**src/rtl/secmon_pkg.sv**
```systemverilog
package secmon_pkg;
    typedef enum logic [2:0] {
        ST_IDLE    = 3'd0,
        ST_CHECK   = 3'd1,
        ST_TRUSTED = 3'd2,
        ST_NONSEC  = 3'd3,
        ST_FAIL    = 3'd4
    } sm_state_e;

    typedef enum logic [1:0] {
        ACT_RECORD   = 2'd0,
        ACT_LOCK     = 2'd1,
        ACT_LOCK_IRQ = 2'd2,
        ACT_RESET    = 2'd3
    } act_e;
endpackage

```
**src/rtl/secmon_fuse_chk.sv**
```systemverilog
module secmon_fuse_chk #(
    parameter int FUSE_W = 16,
    parameter int ECC_W  = 4
) (
    input  logic              valid,
    input  logic [FUSE_W-1:0] data,
    input  logic [ECC_W-1:0]  ecc,
    output logic              mismatch
);
    logic [ECC_W-1:0] calc;

    for (genvar g = 0; g < ECC_W; g++) begin : g_grp
        always_comb begin
            calc[g] = 1'b0;
            for (int j = 0; j < FUSE_W; j++) begin
                if ((j % ECC_W) == g) calc[g] = calc[g] ^ data[j];
            end
        end
    end

    assign mismatch = valid && (calc != ecc);
endmodule

```
**src/rtl/secmon_policy_dec.sv**
```systemverilog
module secmon_policy_dec
    import secmon_pkg::*;
#(
    parameter int NUM_SRC = 4
) (
    input  logic [NUM_SRC-1:0]   fire,
    input  logic [2*NUM_SRC-1:0] policy,
    output logic                 any_fire,
    output act_e                 worst
);
    logic [1:0] act_src [NUM_SRC];

    for (genvar i = 0; i < NUM_SRC; i++) begin : g_src
        assign act_src[i] = fire[i] ? policy[2*i +: 2] : 2'd0;
    end

    always_comb begin
        logic [1:0] m;
        m = 2'd0;
        for (int i = 0; i < NUM_SRC; i++) begin
            if (act_src[i] > m) m = act_src[i];
        end
        worst = act_e'(m);
    end

    assign any_fire = |fire;
endmodule

```
**src/rtl/secmon_rst_pulse.sv**
```systemverilog
module secmon_rst_pulse #(
    parameter int LEN = 16
) (
    input  logic clk,
    input  logic rst_n,
    input  logic start,
    output logic pulse
);
    localparam int CW = $clog2(LEN + 1);

    logic [CW-1:0] cnt_d, cnt_q;

    always_comb begin
        cnt_d = cnt_q;
        if (start) begin
            cnt_d = CW'(LEN);
        end else if (cnt_q != '0) begin
            cnt_d = cnt_q - 1'b1;
        end
    end

    always_ff @(posedge clk or negedge rst_n) begin
        if (!rst_n) cnt_q <= '0;
        else        cnt_q <= cnt_d;
    end

    assign pulse = (cnt_q != '0);
endmodule

```
**src/rtl/secmon_top.sv**
```systemverilog
module secmon_top
    import secmon_pkg::*;
#(
    parameter int NUM_TAMPER = 2,
    parameter int FUSE_W     = 16,
    parameter int ECC_W      = 4,
    parameter int RST_LEN    = 16,
    localparam int NUM_SRC   = NUM_TAMPER + 2,
    localparam int POL_W     = 2 * NUM_SRC
) (
    input  logic              clk,
    input  logic              rst_n,
    input  logic              pol_we,
    input  logic [POL_W-1:0]  pol_wdata,
    input  logic              boot_start,
    input  logic              boot_valid,
    input  logic              boot_pass,
    output logic              boot_ready_o,
    input  logic [NUM_TAMPER-1:0] tamper_i,
    input  logic              selftest_fail_i,
    input  logic              fuse_valid,
    input  logic [FUSE_W-1:0] fuse_data,
    input  logic [ECC_W-1:0]  fuse_ecc,
    output logic              key_lock_o,
    output logic              chip_rst_o,
    output logic              irq_o,
    output logic [2:0]        state_o,
    output logic [NUM_SRC-1:0] fired_o,
    output logic [POL_W-1:0]  policy_o
);
    localparam int SRC_SELFTEST = NUM_TAMPER;
    localparam int SRC_FUSE     = NUM_TAMPER + 1;

    typedef struct packed {
        sm_state_e          state;
        logic [POL_W-1:0]   policy;
        logic [NUM_SRC-1:0] fired;
        logic               key_lock;
        logic               irq;
    } ctl_t;

    ctl_t ctl_d, ctl_q;

    logic               fuse_mm;
    logic [NUM_SRC-1:0] viol;
    logic               viol_any;
    act_e               worst;
    logic               pulse_start;

    secmon_fuse_chk #(.FUSE_W(FUSE_W), .ECC_W(ECC_W)) u_fuse (
        .valid   (fuse_valid),
        .data    (fuse_data),
        .ecc     (fuse_ecc),
        .mismatch(fuse_mm)
    );

    always_comb begin
        viol = '0;
        viol[NUM_TAMPER-1:0] = tamper_i;
        viol[SRC_SELFTEST]   = selftest_fail_i;
        viol[SRC_FUSE]       = fuse_mm;
    end

    secmon_policy_dec #(.NUM_SRC(NUM_SRC)) u_dec (
        .fire    (viol),
        .policy  (ctl_q.policy),
        .any_fire(viol_any),
        .worst   (worst)
    );

    always_comb begin
        ctl_d       = ctl_q;
        ctl_d.irq   = 1'b0;
        pulse_start = 1'b0;
        unique case (ctl_q.state)
            ST_IDLE: begin
                if (pol_we)     ctl_d.policy = pol_wdata;
                if (boot_start) ctl_d.state  = ST_CHECK;
            end
            ST_CHECK: begin
                if (boot_valid) ctl_d.state = boot_pass ? ST_TRUSTED : ST_NONSEC;
            end
            ST_TRUSTED: begin
                if (viol_any) begin
                    ctl_d.fired = ctl_q.fired | viol;
                    unique case (worst)
                        ACT_RECORD: ;
                        ACT_LOCK: begin
                            ctl_d.key_lock = 1'b1;
                            ctl_d.state    = ST_FAIL;
                        end
                        ACT_LOCK_IRQ: begin
                            ctl_d.key_lock = 1'b1;
                            ctl_d.irq      = 1'b1;
                            ctl_d.state    = ST_FAIL;
                        end
                        ACT_RESET: begin
                            ctl_d.key_lock = 1'b1;
                            ctl_d.state    = ST_FAIL;
                            pulse_start    = 1'b1;
                        end
                        default: ;
                    endcase
                end
            end
            default: ;
        endcase
    end

    always_ff @(posedge clk or negedge rst_n) begin
        if (!rst_n) begin
            ctl_q.state    <= ST_IDLE;
            ctl_q.policy   <= '0;
            ctl_q.fired    <= '0;
            ctl_q.key_lock <= 1'b0;
            ctl_q.irq      <= 1'b0;
        end else begin
            ctl_q <= ctl_d;
        end
    end

    secmon_rst_pulse #(.LEN(RST_LEN)) u_pulse (
        .clk  (clk),
        .rst_n(rst_n),
        .start(pulse_start),
        .pulse(chip_rst_o)
    );

    assign boot_ready_o = (ctl_q.state == ST_CHECK);
    assign key_lock_o   = ctl_q.key_lock;
    assign irq_o        = ctl_q.irq;
    assign state_o      = ctl_q.state;
    assign fired_o      = ctl_q.fired;
    assign policy_o     = ctl_q.policy;
endmodule

```
**config.mk**
```make
export PLATFORM = sky130hd
export DESIGN_NAME = secmon_top
export DESIGN_NICKNAME = d
export VERILOG_FILES = /design/src/rtl/secmon_pkg.sv /design/src/rtl/secmon_fuse_chk.sv /design/src/rtl/secmon_policy_dec.sv /design/src/rtl/secmon_rst_pulse.sv /design/src/rtl/secmon_top.sv
export SDC_FILE = /design/constraint.sdc
export NUM_CORES = 1
export LEC_CHECK = 0
export BUFFER_PORTS_ARGS = -buffer_cell sky130_fd_sc_hd__clkbuf_2
export CAP_MARGIN = 30
export CORE_AREA = 2 2 62 64
export CTS_BUF_LIST = sky130_fd_sc_hd__clkbuf_4
export CTS_CLUSTER_DIAMETER = 80
export DETAILED_ROUTE_END_ITERATION = 8
export DIE_AREA = 0 0 64 66
export GPL_TIMING_DRIVEN = 0
export MAX_ROUTING_LAYER = met4
export PLACE_DENSITY = 0.73
export SLEW_MARGIN = 20
export SYNTH_ARGS = -nofsm -noshare
export SYNTH_HDL_FRONTEND = slang
export SYNTH_SLANG_ARGS = --single-unit
```
**constraint.sdc**
```tcl
create_clock -name clk -period 4 [get_ports clk]
set_input_delay 0.8 -clock clk [delete_from_list [all_inputs] [get_ports clk]]
set_output_delay 0.8 -clock clk [all_outputs]
set_load 0.01 [all_outputs]
```
; ---- Word level (Yosys, flattened, before mapping)
; Index checks and enable logic that the tools add are counted.
[totals]
output_inout_bits = 19
register_bits = 22
inputBits = 38
[classes]
n_reduce_logical = 11
bitwise = 13
magnitude_cmp = 4
eq_ne = 10
mux = 22
add_sub_neg = 1
[ops]
columns = op, n
row1 = $mux 2, 8
row2 = $mux 3, 4
row3 = $xor 1x1->1, 12
row4 = $mux 5, 2
row5 = $pmux 3 s3, 1
row6 = $mux 1, 7
row7 = $gt 2x2->1, 3
row8 = $ne 2x2->1 const B, 3
row9 = $reduce_and 5->1, 1
row10 = $reduce_bool 5->1, 1
row11 = $sub 5x1->5 const B, 1
row12 = $eq 2x2->1 const B, 2
row13 = $ne 4x4->1, 1
row14 = $or 4x4->4, 1
row15 = $reduce_and 2->1, 2
row16 = $reduce_or 4->1, 1
row17 = $eq 3x1->1 const B, 1
row18 = $eq 3x2->1 const B, 1
row19 = $logic_not 3->1, 1
row20 = $reduce_and 3->1, 1
row21 = $reduce_bool 3->1, 1
row22 = $reduce_or 3->1, 1
row23 = $eq 2x1->1 const B, 1
row24 = $gt 2x1->1 const B, 1
row25 = other kinds (3), 3

; ---- Depth between registers and ports, before layout
; Gate-level depths: netlist of the first run.
[depth]
depth_word = 14
depth_mapped = 14
depth_no_buf = 14

; ---- By module
; Synthesis of the first run repeated with hierarchy kept, for this count alone.
[unflattened]
cells_unflattened = 117
area_unflattened_um2 = 1362.6
[by_module_without_submodules]
columns = module, instances, seq_area_each_um2, cells_per_inst, area_each_um2
row1 = secmon_top, 1, 425.4, 48, 673.1
row2 = secmon_rst_pulse, 1, 125.1, 25, 261.5
row3 = secmon_policy_dec, 1, 0.0, 31, 247.7
row4 = secmon_fuse_chk, 1, 0.0, 13, 180.2

; ---- Least setup slack after synthesis of the first run
; No wires, ideal clock.
[synth_timing]
kind = input-to-reg
from = input port tamper_i[1]
to = register ctl_q (netlist bit state_o[1])
path_stages = 14
path_slack_ps = 300
t_arrival_ps = 3573
setup_ps = 126
n_path_buf = 0
path_cell_list = and2_1 > ha_1 > o211ai_1 > o21ai_0 > ha_1 > o21ba_2 > a211oi_1 > nor2_1 > ha_1 > inv_1 > o22a_1 > o311ai_0 > a22oi_1 > o32a_1
[synth_via]
elab_chain_len = 11
[synth_lines]
columns = element, line
row1 = from (decl), secmon_top.sv:19  ; input logic [NUM_TAMPER-1:0] tamper_i,
row2 = $mux 2, secmon_policy_dec.sv:14  ; assign act_src[i] = fire[i] ? policy[2*i +: 2] : 2'd0;
row3 = $gt 2x2->1, secmon_policy_dec.sv:21  ; if (act_src[i] > m) m = act_src[i];
row4 = $mux 2, secmon_policy_dec.sv:21
row5 = $gt 2x2->1, secmon_policy_dec.sv:21
row6 = $mux 2, secmon_policy_dec.sv:21
row7 = $gt 2x2->1, secmon_policy_dec.sv:21
row8 = $mux 2, secmon_policy_dec.sv:21
row9 = $eq 2x2->1 or $eq 2x1->1 (tied branches), secmon_top.sv:86  ; unique case (worst)
row10 = $reduce_or 3->1 (no line), --
row11 = $ne 2x2->1 (no line), --
row12 = $reduce_and 5->1 (no line) (*), --
row13 = to (signal assigned), secmon_top.sv:118  ; ctl_q <= ctl_d;
row14 = to (decl), secmon_top.sv:42  ; ctl_t ctl_d, ctl_q;
; Mark *: on every way between the ends. The rest lies on a longest branch, timed or not.
; A chain may end at the register's enable or synchronous reset.

; ---- Final worst setup path of the first run
; Ends and elaborated chain as after synthesis.

==> results.toml, run 1 <==
[timing]
drv_slew = 0
setup_viol = 0
fin_crit_sh_pct = 90.27
tightest_slew_ns = 0.9456
max_freq_mhz = 276.9
hold_viol_final = 0
slew_headroom_pct = 36.07
period_minus_slack_ns = 3.611
clock-skew-final_ns = 0.003145
rsz0062_at_grt = "false"

[worst_setup_path]
reg2regPathDepth = 14
cp-start-kind = "input port"
critPathArrivalTime_ns = 3.81
end_kind = "flop"
required_ns = 4.19
crit_path_max_fanout = 4
crit_start = "tamper_i[1]"
reg2reg_from = "policy_o[3]$_DFFE_PN0P_"
critPathKind = "input port to flop"

[clock_tree]
clock_latency_ns = 0.30
clock-sinks = 22
cts_tree = "built"
post-cts-setup-buffers = 0
cts_made_buffers = 3
cts_max_level = 1
clock_path_buffers = 2
cts_root_buffer = "clkbuf_4"
clk_pin_slew_ns = 0.12

[job]
drv_cap = 0

[power_and_ir_drop]
leakage_nw = 0.8689
power_density_mw_per_mm2 = 682.1
ir_drop_uv = 364.7

[logic_synthesis]
yosys_warnings = 0
ys_ff_latch = 22
postSynthCellCount = 121
synth_edf_count = 0
yosysUniqueCellTypes = 36
yosysTopAreaCellShare_pct = 40.26
yosys-top-cells-count = "dfrtp_1 (22), ha_1 (10), nor2_1 (10)"
ys.flop_type = "dfrtp_1"
synth_most_common_cell = "dfrtp_1"
async_flop_share_pct = 100.0
synth_nets = 169
synth_area_mm2 = 0.001368
synth_area_leaders = "dfrtp_1 (40%), ha_1 (9.1%), mux2_2 (6.6%)"
ys_seq_area_share_pct = 40.26
synth_top_area_cell = "dfrtp_1"
synth.avg_cell_area_um2 = 11.30

[routing]
num_vias = 1095
routedWlPerCell_um = 11.55
dr.pass1.iters = 6
avgViaCountPerCell = 4.782
drt_iter0_markers = 22
wl_um = 2645
postRouteAntennaNets = 0
drc = 0

[final_layout]
syn_to_final_growth_pct = 27.17
fin_area_mm2 = 0.001739
diodes = 0
final_util_pct = 48.98
layout-drive-gt1-share_pct = 41.99
nets = 230

[floorplanning]
io_pins = 57
die_area_mm2 = 0.004224
core_mm2 = 0.003551
initial_utilization_pct = 38.51
rows = 22
die_w_um = 64
die_h_um = 66

[global_route]
grt_max_degree = 23
overflow = 0
grt_pass1_vias = 1113
grt_use_total_pct = 14.09
antenna_found_initial = 0
grt_pass1_wl_um = 4657

[placement]
port_buffers = 56
gp_congestion = 0.7713
placedInstanceArea_mm2 = 0.001708
dpl.hpwl_um = 2211

[hold_path]
min_path_type = "input port to async pin"

[status]
status = "finished clean"
cells by family (layout without fill, tap and decap cells):
group	after synthesis	count (layout)	synth area share [%]
flip-flops	22	22	40.26
adder cells (fa/ha/maj)	10	10	9.149
AO/OA/AOI/OAI	28	28	16.38
buffers and inverters	8	68	2.196
AND/OR/NAND/NOR	31	31	11.25
multiplexers	9	9	7.320
XOR/XNOR	13	13	13.45
final cells by class:
class,count,area (um2)
Fill cell,335,1812
Timing Repair Buffer,56,280.3
Tap cell,48,60.06
Clock buffer,3,22.52
Multi-Input combinational cell,91,792.0
Sequential cell,22,550.5
Inverter,8,30.03
Clock inverter,1,3.754
path summary, 6_finish.rpt:
path | to | slack [ns]
max in group asynchronous | state_o[2]$_DFFE_PN0P_ | 3.19
worst min-delay path | policy_o[4]$_DFFE_PN0P_ | 0.46
min in group clk | fired_o[1]$_DFFE_PN0P_ | 0.47
worst max-delay path | state_o[1]$_DFFE_PN0P_ | 0.39
worst max register to register | state_o[1]$_DFFE_PN0P_ | 0.57
worst min register to register | fired_o[1]$_DFFE_PN0P_ | 0.47
metal layers:
layer / wire [um] / GRT usage, % / vias up
met3: 119 / 2.044 / 0
met4: 0 / 2.446 / 0
met1: 1158 / 17.10 / 515
met5: 0 / - / -
li1: - / - / 556
met2: 1367 / 25.26 / 24
power by group:
group          total [W]  switching (W)  internal, W
clock          0.0000995      0.0000632    0.0000363
sequential      0.000426      0.0000965     0.000329
combinational   0.000661       0.000336     0.000325
metrics by stage:
step | setup slack [ns] | instances | TNS (ns) | power [W] | hold WS (ns)
global route | 0.1454 | 229 | 0 | 0.001313 | 0.4683
finish | 0.3890 | 229 | 0 | 0.001186 | 0.4567
detailed placement | -0.06771 | 225 | -0.06771 | 0.001092 | 0.4525
CTS | 0.2496 | 229 | 0 | 0.001191 | 0.4724
global placement | -0.01193 | 225 | -0.01193 | 0.001071 | 0.4460
floorplan | 0.3004 | 121 | 0 | 0.0008881 | 0.4932
sequential cells by signal (all words and copies together), names as in the netlist:
register       cells
fired_o            4
irq_o              1
u_pulse.cnt_q      5
key_lock_o         1
state_o            3
policy_o           8
critical path: stages:
cell and delay (ns):
clkbuf_2 0.11, and2_1 0.15, ha_1 0.28, o211ai_1 0.21
o21ai_0 0.12, ha_1 0.19, o21ba_2 0.22, a211oi_2 0.28
nor2_1 0.09, ha_1 0.27, inv_1 0.04, o22a_1 0.23
o311ai_0 0.30, a22oi_1 0.17, o32a_1 0.31
cells in the final DEF (no fill, tap or decap), types with 3 or more instances in the layout:
cell type,count
nand2_1,9
dfrtp_1,22
and2_1,3
a21oi_1,7
clkbuf_4,3
a21o_1,3
xnor3_1,4
clkbuf_2,56
nor2_1,10
mux2_2,8
inv_1,8
ha_1,10
xnor2_1,7
nor3_1,3
repair_timing:
item,4_1_cts,5_1_grt
setup endpoints to repair,0,1
hold buffers,0,0
gates resized for setup,0,1
No activity file was read; power rests on OpenSTA's default activity.
==> run 2: changes to the inputs <==
- SETUP_SLACK_MARGIN: not set -> 0.5
==> results.toml, run 2 (synthesized netlist as in run 1, its figures left out) <==
[clock_tree]
cts_max_level = 1
hold_buffers = 0
cts_made_buffers = 3
clock_latency_ns = 0.32
cts_tree = "built"
cts_root_buffer = "clkbuf_4"
clk_pin_slew_ns = 0.13
clock_path_buffers = 2
clock-sinks = 22

[power_and_ir_drop]
power_density_mw_per_mm2 = 785.6
ir_drop_uv = 436.9
leakage_nw = 0.9332

[final_layout]
diodes = 0
fin_area_mm2 = 0.001902
final_cell_mix = "clkbuf_2 (56), dfrtp_1 (22), ha_1 (9)"
syn_to_final_growth_pct = 39.07
nets = 237
fillCellCount = 328
largest_register_ffs = 8
ff_latch_area_um2 = 550.5
layout-drive-gt1-share_pct = 50.53
mostFrequentLayoutCell = "clkbuf_2"
multi_input_area_um2 = 874.6

[global_route]
grt_pass1_vias = 1080
use_met3_pct = 2.385
overflow = 0
grt_pass1_wl_um = 4643
use_met1_pct = 17.86
antenna_found_initial = 0
grt_use_total_pct = 14.35
busiest_layer = "met2"
grtUsageMet2_pct = 24.35
grt_max_degree = 23

[floorplanning]
die_h_um = 66
rows = 22
io_pins = 57
initial_utilization_pct = 38.51
core_mm2 = 0.003551
die_area_mm2 = 0.004224
die_w_um = 64

[placement]
placedInstanceArea_mm2 = 0.001713
port_buffers = 56
gp_congestion = 0.7619
dpl.hpwl_um = 2142
pre_cts_ws_ns = 0.1707

[timing]
clock-skew-final_ns = 0.01079
finalWorstSetupSlack_ns = 0.5987
rsz0062_at_grt = "false"
max_freq_mhz = 294.0
tns_ns = 0
tightest_slew_ns = 0.5310
drv_slew = 0
hold_viol_final = 0
slew_headroom_pct = 64.10
period_minus_slack_ns = 3.401
fin_crit_sh_pct = 85.03
setup_viol = 0

[worst_setup_path]
required_ns = 4.22
crit_path_max_fanout = 4
end_kind = "flop"
cp-start-kind = "input port"
critPathArrivalTime_ns = 3.62
critPathKind = "input port to flop"

[routing]
drt_iter0_markers = 29
avgViaCountPerCell = 4.869
dr.pass1.iters = 4
wl_um = 2959
routedWlPerCell_um = 12.54
num_vias = 1149
postRouteAntennaNets = 0
drc = 0

[job]
drv_cap = 0

[hold_path]
min_path_type = "input port to async pin"

[status]
status = "finished clean"
## run 2: layout make-up
| cell class | count | area share [%] |
|---|---|---|
| clock buffer | 3 | 1.184 |
| clock inverter | 1 | 1.579 |
| inverter | 8 | 1.579 |
| multi-input combinational | 91 | 45.99 |
| sequential | 22 | 28.95 |
| tap | 48 | 3.158 |
| timing repair buffer | 63 | 17.57 |
## run 2: final timing paths
check | depth (start not counted) | startpoint | slack (ns) | endpoint
setup / recovery | 15 | tamper_i[0] | 0.60 | state_o[1]$_DFFE_PN0P_
hold / removal | 1 | rst_n | 0.43 | fired_o[2]$_DFFE_PN0P_
setup reg to reg | 14 | policy_o[3]$_DFFE_PN0P_ | 0.74 | state_o[1]$_DFFE_PN0P_
hold reg to reg | 1 | fired_o[0]$_DFFE_PN0P_ | 0.48 | fired_o[0]$_DFFE_PN0P_
max in group asynchronous | 1 | rst_n | 3.21 | u_pulse.cnt_q[1]$_DFFE_PN0P_
min in group clk | 1 | fired_o[0]$_DFFE_PN0P_ | 0.48 | fired_o[0]$_DFFE_PN0P_
## run 2: power breakdown
group	total [W]	switching, W	internal [W]
sequential	0.000432	0.000103	0.000329
combinational	0.000891	0.000439	0.000452
clock	0.000171	0.0000697	0.000101
total	0.00149	0.000612	0.000882
## run 2: what timing repair did
item | CTS | global route
pin swaps | 1 | 11
resized for setup | 3 | 16
setup endpoints to repair | 2 | 5
buffers inserted | 0 | 5
endpoints found under the hold margin | 0 | 0
## run 2: critical path, cell delays in order
cell and delay (ns):
clkbuf_2 0.13, nand2_2 0.08, ha_4 0.24, o211ai_1 0.20
o21ai_1 0.10, ha_1 0.29, nor2b_4 0.20, o221a_4 0.23
nor2_2 0.04, ha_1 0.28, inv_2 0.04, o22a_4 0.25
o311ai_4 0.28, a22oi_2 0.11, o32a_1 0.35
## run 2: per-stage QoR
step / power, W / hold WS, ns / std cells / utilization [%]
after detailed placement: 0.001099 / 0.4532 / 225 / 48.24
final: 0.001494 / 0.4251 / 236 / 53.56
after global routing: 0.001621 / 0.4524 / 236 / 53.56
after global placement: 0.001086 / 0.4511 / 225 / 48.24
after floorplan: 0.0008988 / 0.4932 / 121 / -
after CTS: 0.001306 / 0.4660 / 229 / 50.14
## run 2: per-layer routing
metal	wire, um	part of all wire, %	vias to the layer above
li1	-	-	574
met1	1240	42	547
met2	1585	54	25
met3	101	3.4	3
met4	31	1.0	0
met5	0	0	-
